===== config.mk =====
export PLATFORM = sky130hd
export DESIGN_NAME = cyc_arb
export DESIGN_NICKNAME = d
export VERILOG_FILES = /design/src/rtl/cyc_arb_pkg.sv /design/src/rtl/cyc_arb_next.sv /design/src/rtl/cyc_arb_step.sv /design/src/rtl/cyc_arb.sv
export SDC_FILE = /design/constraint.sdc
export NUM_CORES = 1
export LEC_CHECK = 0
export BUFFER_PORTS_ARGS = -buffer_cell sky130_fd_sc_hd__buf_2
export CAP_MARGIN = 5
export CORE_AREA = 4 4 41 43
export DETAILED_ROUTE_END_ITERATION = 8
export DIE_AREA = 0 0 45 47
export PLACE_DENSITY = 0.39
export SYNTH_ARGS = -nofsm -noshare
export SYNTH_HDL_FRONTEND = slang
export SYNTH_HIERARCHICAL = 1
export SYNTH_SLANG_ARGS = --single-unit

===== constraint.sdc =====
create_clock -name clk -period 1.5 [get_ports clk]
set_input_delay 0.3 -clock clk [delete_from_list [all_inputs] [get_ports clk]]
set_output_delay 0.3 -clock clk [all_outputs]
set_load 0.005 [all_outputs]

===== src/rtl/cyc_arb_pkg.sv =====
package cyc_arb_pkg;

   // Status code as {S0,S1}; sequencers decode these values directly.
   typedef enum logic [1:0] {
      ST_HALT  = 2'b00,
      ST_INTR  = 2'b01,
      ST_FETCH = 2'b10,
      ST_EXEC  = 2'b11
   } mstate_t;

   // Outcome of one handoff decision.
   typedef struct packed {
      mstate_t nxt;
      logic    clr;
      logic    inc;
   } arb_dec_t;

endpackage


===== src/rtl/cyc_arb_next.sv =====
// Combinational next-state and counter-control decision.
module cyc_arb_next
   import cyc_arb_pkg::*;
#(
   parameter bit IRQ_AT_EXEC_ONLY = 1'b1
) (
   input  mstate_t  cur,
   input  logic     run_req,
   input  logic     eos_n,
   input  logic     irq_req,
   input  logic     irq_en,
   output arb_dec_t dec
);

   logic irq_take;

   // Interrupt qualification: variant chosen at elaboration.
   generate
      if (IRQ_AT_EXEC_ONLY) begin : g_irq_exec
         assign irq_take = irq_req & irq_en & (cur == ST_EXEC);
      end else begin : g_irq_any
         assign irq_take = irq_req & irq_en;
      end
   endgenerate

   always_comb begin
      dec.nxt = cur;
      dec.clr = 1'b0;
      dec.inc = 1'b0;
      unique case (cur)
         ST_HALT: begin
            dec.clr = 1'b1;
            if (run_req) dec.nxt = ST_FETCH;
         end
         ST_FETCH: begin
            if (!eos_n) begin
               dec.nxt = ST_EXEC;
               dec.clr = 1'b1;
            end else begin
               dec.inc = 1'b1;
            end
         end
         ST_EXEC: begin
            if (!eos_n) begin
               dec.nxt = irq_take ? ST_INTR : ST_FETCH;
               dec.clr = 1'b1;
            end else begin
               dec.inc = 1'b1;
            end
         end
         ST_INTR: begin
            if (!eos_n) begin
               dec.nxt = ST_FETCH;
               dec.clr = 1'b1;
            end else begin
               dec.inc = 1'b1;
            end
         end
         default: begin
            dec.nxt = ST_HALT;
            dec.clr = 1'b1;
         end
      endcase
   end

endmodule


===== src/rtl/cyc_arb_step.sv =====
// Wrapping step counter with synchronous clear.
module cyc_arb_step #(
   parameter int STEP_W = 3
) (
   input  logic              clk,
   input  logic              rst,
   input  logic              clr,
   input  logic              inc,
   output logic [STEP_W-1:0] cnt
);

   localparam logic [STEP_W-1:0] ONE = {{(STEP_W-1){1'b0}}, 1'b1};

   generate
      if (STEP_W < 1) begin : g_bad_width
         $error("cyc_arb_step: STEP_W must be at least 1");
      end
   endgenerate

   always_ff @(posedge clk) begin
      if (rst)       cnt <= '0;
      else if (clr)  cnt <= '0;
      else if (inc)  cnt <= cnt + ONE;
   end

   AST_STEP_INC:   assert property (@(posedge clk) disable iff (rst)
                      (inc && !clr) |=> cnt == $past(cnt) + ONE);
   AST_STEP_CLEAR: assert property (@(posedge clk) disable iff (rst)
                      clr |=> cnt == '0);

endmodule


===== src/rtl/cyc_arb.sv =====
// Top-level cycle arbiter: state register, decision logic, step counter.
module cyc_arb
   import cyc_arb_pkg::*;
#(
   parameter int STEP_W           = 3,
   parameter bit IRQ_AT_EXEC_ONLY = 1'b1
) (
   input  logic              clk,
   input  logic              rst,
   input  logic              run_req,
   input  logic              eos_n,
   input  logic              irq_req,
   input  logic              irq_en,
   output logic [1:0]        status,
   output logic [STEP_W-1:0] step
);

   localparam logic [STEP_W-1:0] ONE = {{(STEP_W-1){1'b0}}, 1'b1};

   generate
      if (STEP_W < 3) begin : g_short_step
         $error("cyc_arb: STEP_W below 3 cannot reach step T8");
      end
   endgenerate

   mstate_t  st_q;
   arb_dec_t dec;

   cyc_arb_next #(
      .IRQ_AT_EXEC_ONLY(IRQ_AT_EXEC_ONLY)
   ) i_next (
      .cur    (st_q),
      .run_req(run_req),
      .eos_n  (eos_n),
      .irq_req(irq_req),
      .irq_en (irq_en),
      .dec    (dec)
   );

   always_ff @(posedge clk) begin
      if (rst) st_q <= ST_HALT;
      else     st_q <= dec.nxt;
   end

   cyc_arb_step #(
      .STEP_W(STEP_W)
   ) i_step (
      .clk(clk),
      .rst(rst),
      .clr(dec.clr),
      .inc(dec.inc),
      .cnt(step)
   );

   assign status = st_q;

   AST_RESET_HALT: assert property (@(posedge clk)
                      rst |=> (status == 2'b00 && step == '0));
   AST_HALT_HOLD:  assert property (@(posedge clk) disable iff (rst)
                      (status == 2'b00 && !run_req) |=> (status == 2'b00 && step == '0));
   AST_RUN_FETCH:  assert property (@(posedge clk) disable iff (rst)
                      (status == 2'b00 && run_req) |=> (status == 2'b10 && step == '0));
   AST_COUNT_UP:   assert property (@(posedge clk) disable iff (rst)
                      (status != 2'b00 && eos_n) |=> (status == $past(status) && step == $past(step) + ONE));
   AST_FETCH_EXEC: assert property (@(posedge clk) disable iff (rst)
                      (status == 2'b10 && !eos_n) |=> (status == 2'b11 && step == '0));
   AST_EXEC_INTR:  assert property (@(posedge clk) disable iff (rst)
                      (status == 2'b11 && !eos_n && irq_req && irq_en) |=> (status == 2'b01 && step == '0));
   AST_EXEC_FETCH: assert property (@(posedge clk) disable iff (rst)
                      (status == 2'b11 && !eos_n && !(irq_req && irq_en)) |=> (status == 2'b10 && step == '0));
   AST_INTR_FETCH: assert property (@(posedge clk) disable iff (rst)
                      (status == 2'b01 && !eos_n) |=> (status == 2'b10 && step == '0));

endmodule


* Word level (Yosys, flattened, before mapping)
Cells that the tools add are included.
Operators by class: add/sub/neg operators 1, equality and inequality tests 7, mux-type cells 8, bitwise operators 2, reductions and logical operators 4
Operators by type and width (number):
- case mux 3 bit (4 select lines) | 1
- 2-to-1 mux 3 bit | 3
- inequality test 2 bit, second input constant | 4
- equality test 2 bit, second input constant | 2
- 2-to-1 mux 2 bit | 2
- AND reduction 4 bit | 1
- adder 3 x 1 -> 3 bit, second input constant | 1
- OR reduction 3 bit | 1
- AND 1 bit | 2
- equality test 2 x 1 -> 1 bit, second input constant | 1
- logical NOT 2 bit | 1
- 2-to-1 mux 1 bit | 2
- OR reduction 2 bit | 1
Word-level totals: register bits after elaboration 5, word-level logic and storage cells 24

* Logic depth before layout (Yosys ltp)
depth after elaboration 6, gate-level depth with buffers 4, mapped depth without buffers 4

* Hierarchy
Netlist, hierarchy kept.
By module, submodules not included:
- cyc_arb_step | times used 1, cells each 12, area each 127.6 sq um, sequential area each 60.1 sq um
- cyc_arb_next | times used 1, cells each 10, area each 67.6 sq um, sequential area each 0.0 sq um
- cyc_arb | times used 1, cells each 4, area each 52.6 sq um, sequential area each 40.0 sq um

* Least setup slack after synthesis
Ideal clock, no wire load.
path type reg2reg, start reg st_q[0], in the netlist status[0], end reg i_step.cnt[2], library setup time 0.070 ns, data arrival time 0.990 ns, data required time 1.430 ns, path slack 0.440 ns, cell stages (with the launch flop) 5, buffers on the path 0, path through dfxtp_1 -> o21a_1 -> inv_1 -> or2_1 -> a21oi_1
RTL lines:
- start: declaration | line cyc_arb.sv:26 | mstate_t st_q;
- start signal: assignment | line cyc_arb.sv:42 | else st_q <= dec.nxt;
- end signal: assignment | line cyc_arb_step.sv:23 | else if (inc) cnt <= cnt + ONE;
- end: declaration | line cyc_arb_step.sv:9 | output logic [STEP_W-1:0] cnt

==> flow_metrics.env <==
export IMPL_slew_headroom=0.857
export IMPL_place_detailed_hpwl_um=423
export IMPL_grt_first_pass_wirelength_um=931
export IMPL_hold_buffers=0
export IMPL_top_library_cells_by_usage_in_the_layout_fill_and_taps_aside="buf_2, dfxtp_1, clkbuf_4"
export IMPL_cts_repair_resized=0
export IMPL_clock_sinks=5
export IMPL_number_of_antenna_violations_at_the_first_check_in_global_routing=0
export IMPL_post_drt_via_cell_ratio=4.25
export IMPL_cts_root_buffer="clkbuf_4"
export IMPL_tightestPinTransition_ps=215
export IMPL_cts_max_path_buffers=2
export IMPL_flow_area_growth_from_synthesis_pct=38.4
export IMPL_cts_setup_buffers=0
export IMPL_max_freq_mhz=847
export IMPL_postLayoutCoreUtil=0.263
export IMPL_number_of_maximum_capacitance_violations=0
export IMPL_nets=48
export IMPL_placement_io_buffers=10
export IMPL_synth_net_count=33
export IMPL_yosysSeqAreaShare=0.404
export IMPL_number_of_global_route_vias_before_repair=244
export IMPL_min_delay_start="rst"
export IMPL_synth_cells=26
export IMPL_power_leakage_nw=0.151
export IMPL_grt_max_degree=7
export IMPL_yosysWarnings=6
export IMPL_io_pins=11
export IMPL_synthesized_area_per_cell_sq_um=9.53
export IMPL_worst_path_max_fanout=6
export IMPL_number_of_drc_markers_after_the_initial_detailed_route_iteration=5
export IMPL_fin_hold_viols=0
export IMPL_fin_max_slew_vios=0
export IMPL_ys_ff_latch=5
export IMPL_critical_path_endpoint_type="flip-flop"
export IMPL_grt_remaining_overflow=0
export IMPL_dieArea_sq_um=2120
export IMPL_die_width_um=45
export IMPL_r2r_start="status[1]"
export IMPL_ir_drop_v=0.000410
export IMPL_grtUsageTotal=0.0647
export IMPL_worstHoldPathType="input port to flip-flop"
export IMPL_cp_required_ps=1670
export IMPL_critical_path_class="flip-flop to flip-flop"
export IMPL_finalClockSkew_ps=1.46
export IMPL_drt_wl_total_um=592
export IMPL_wl_per_cell_um=10.8
export IMPL_detailedRoute_firstPassIterationCount=2
export IMPL_fp_dieH_um=47
export IMPL_antenna_left=0
export IMPL_cts_clk_slew_worst_paths_ps=40
export IMPL_layout_filler_cells=162
export IMPL_cts_max_level=1
export IMPL_worst_setup_path_startpoint="status[1]"
export IMPL_p_per_area_nw_per_um2=974
export IMPL_worst_skew_pair_late_latency_ps=240
export IMPL_post_synth_instance_area_sq_um=248
export IMPL_drc=0
export IMPL_post_route_clock_period_utilization=0.787
export IMPL_place_congestion=0.710
export IMPL_most_frequent_standard_cell_in_the_layout_excluding_fill_and_tap_cells="buf_2"
export IMPL_finalWorstPathRequiredPeriod_ps=1180
export IMPL_finalSetupViolations=0
export IMPL_effective_utilization_at_floorplan=0.190
export IMPL_worstPathArrival_ps=1350
export IMPL_rows=13
export IMPL_sort_of_element_at_the_start_of_the_critical_path="flip-flop"
export IMPL_vias=234
export IMPL_placedInstanceArea_sq_um=317
export IMPL_num_antenna_cells=0
export IMPL_final_critical_path_setup_slack_ps=320
export IMPL_post_place_ws_ps=333
export IMPL_outcome="completed"
export IMPL_layout_drive_gt1_share=0.350
export IMPL_setup_tns_final_ps=0
export IMPL_tritoncts="yes"
export IMPL_design_core_area_sq_um=1300
export IMPL_numCtsBuffers=3
export IMPL_worst_hold_slack_ps=252
export IMPL_layout_cell_area_non_filler_sq_um=343
export IMPL_synthDistinctLibCells=19
export IMPL_setup_repair_after_global_routing_missed_its_margin="no"
==> synthesized netlist by cell type (all sizes together) <==
master	n	area (sq um)
a21boi	1	7.51
o21a	1	7.51
nand2	1	3.75
a31o	1	8.76
or2	1	6.26
a21oi	1	5.00
nor2	2	7.51
nand3b	1	7.51
a21bo	1	10.0
o21ai	1	5.00
inv	1	3.75
ha	1	12.5
dfxtp	5	100
nand4b	1	8.76
o21ba	1	10.0
nor2b	2	12.5
xnor2	1	8.76
nand2b	2	12.5
mux2i	1	10.0
==> final timing paths <==
path	to	depth (start not counted)	slack (ps)
worst max-delay path	i_step/cnt[2]	4	320
worst min-delay path	status[1]	2	250
worst max register to register	i_step/cnt[2]	4	320
worst min register to register	i_step/cnt[1]	2	540
==> where the power goes <==
group,switching [W],total [W],internal (W),leakage (nW)
sequential,0.00000629,0.000144,0.000138,0.0407
clock,0.0000503,0.000151,0.000100,0.0150
combinational,0.0000167,0.0000390,0.0000224,0.0949
total,0.0000733,0.000334,0.000261,0.151
==> cell type report <==
class | instances | area [sq um] | area share
Clock buffer | 4 | 26.3 | 0.0766
Tap cell | 15 | 18.8 | 0.0547
Timing Repair Buffer | 10 | 50.0 | 0.146
Sequential cell | 5 | 100 | 0.292
Inverter | 1 | 3.75 | 0.0109
Multi-Input combinational cell | 20 | 144 | 0.420
==> metrics by stage <==
stage | std cells | power, W
final | 55 | 0.000334
after floorplan | 26 | 0.000168
after global placement | 51 | 0.000184
after global routing | 55 | 0.000357
after detailed placement | 51 | 0.000185
after CTS | 55 | 0.000345
==> layer usage <==
layer | share of wire | up-vias | GRT usage
li1 | - | 118 | -
met1 | 0.42 | 106 | 0.0543
met2 | 0.45 | 10 | 0.110
met3 | 0.14 | 0 | 0.0498
met4 | 0 | 0 | 0.0351
met5 | 0 | - | 0
==> flip-flops by register name, indices dropped and copies added, names as in the netlist <==
register    flops
status          2
i_step/cnt      3
==> cells by family (layout without fill, tap and decap cells) <==
logic type / count (synthesis) / in the layout / share of synthesized area
compound gates: 7 / 7 / 0.217
xor+xnor: 1 / 1 / 0.0354
fa+ha+maj: 1 / 1 / 0.0505
buf+inv: 1 / 15 / 0.0151
flops: 5 / 5 / 0.404
mux: 1 / 1 / 0.0404
simple gates: 10 / 10 / 0.237
==> critical path, cell delays in order, from the launching register on <==
cell     delay, ps
dfxtp_1        410
o21a_1         260
inv_1           50
or2_1          260
a21oi_1        120
No activity file was read; power rests on OpenSTA's default activity.
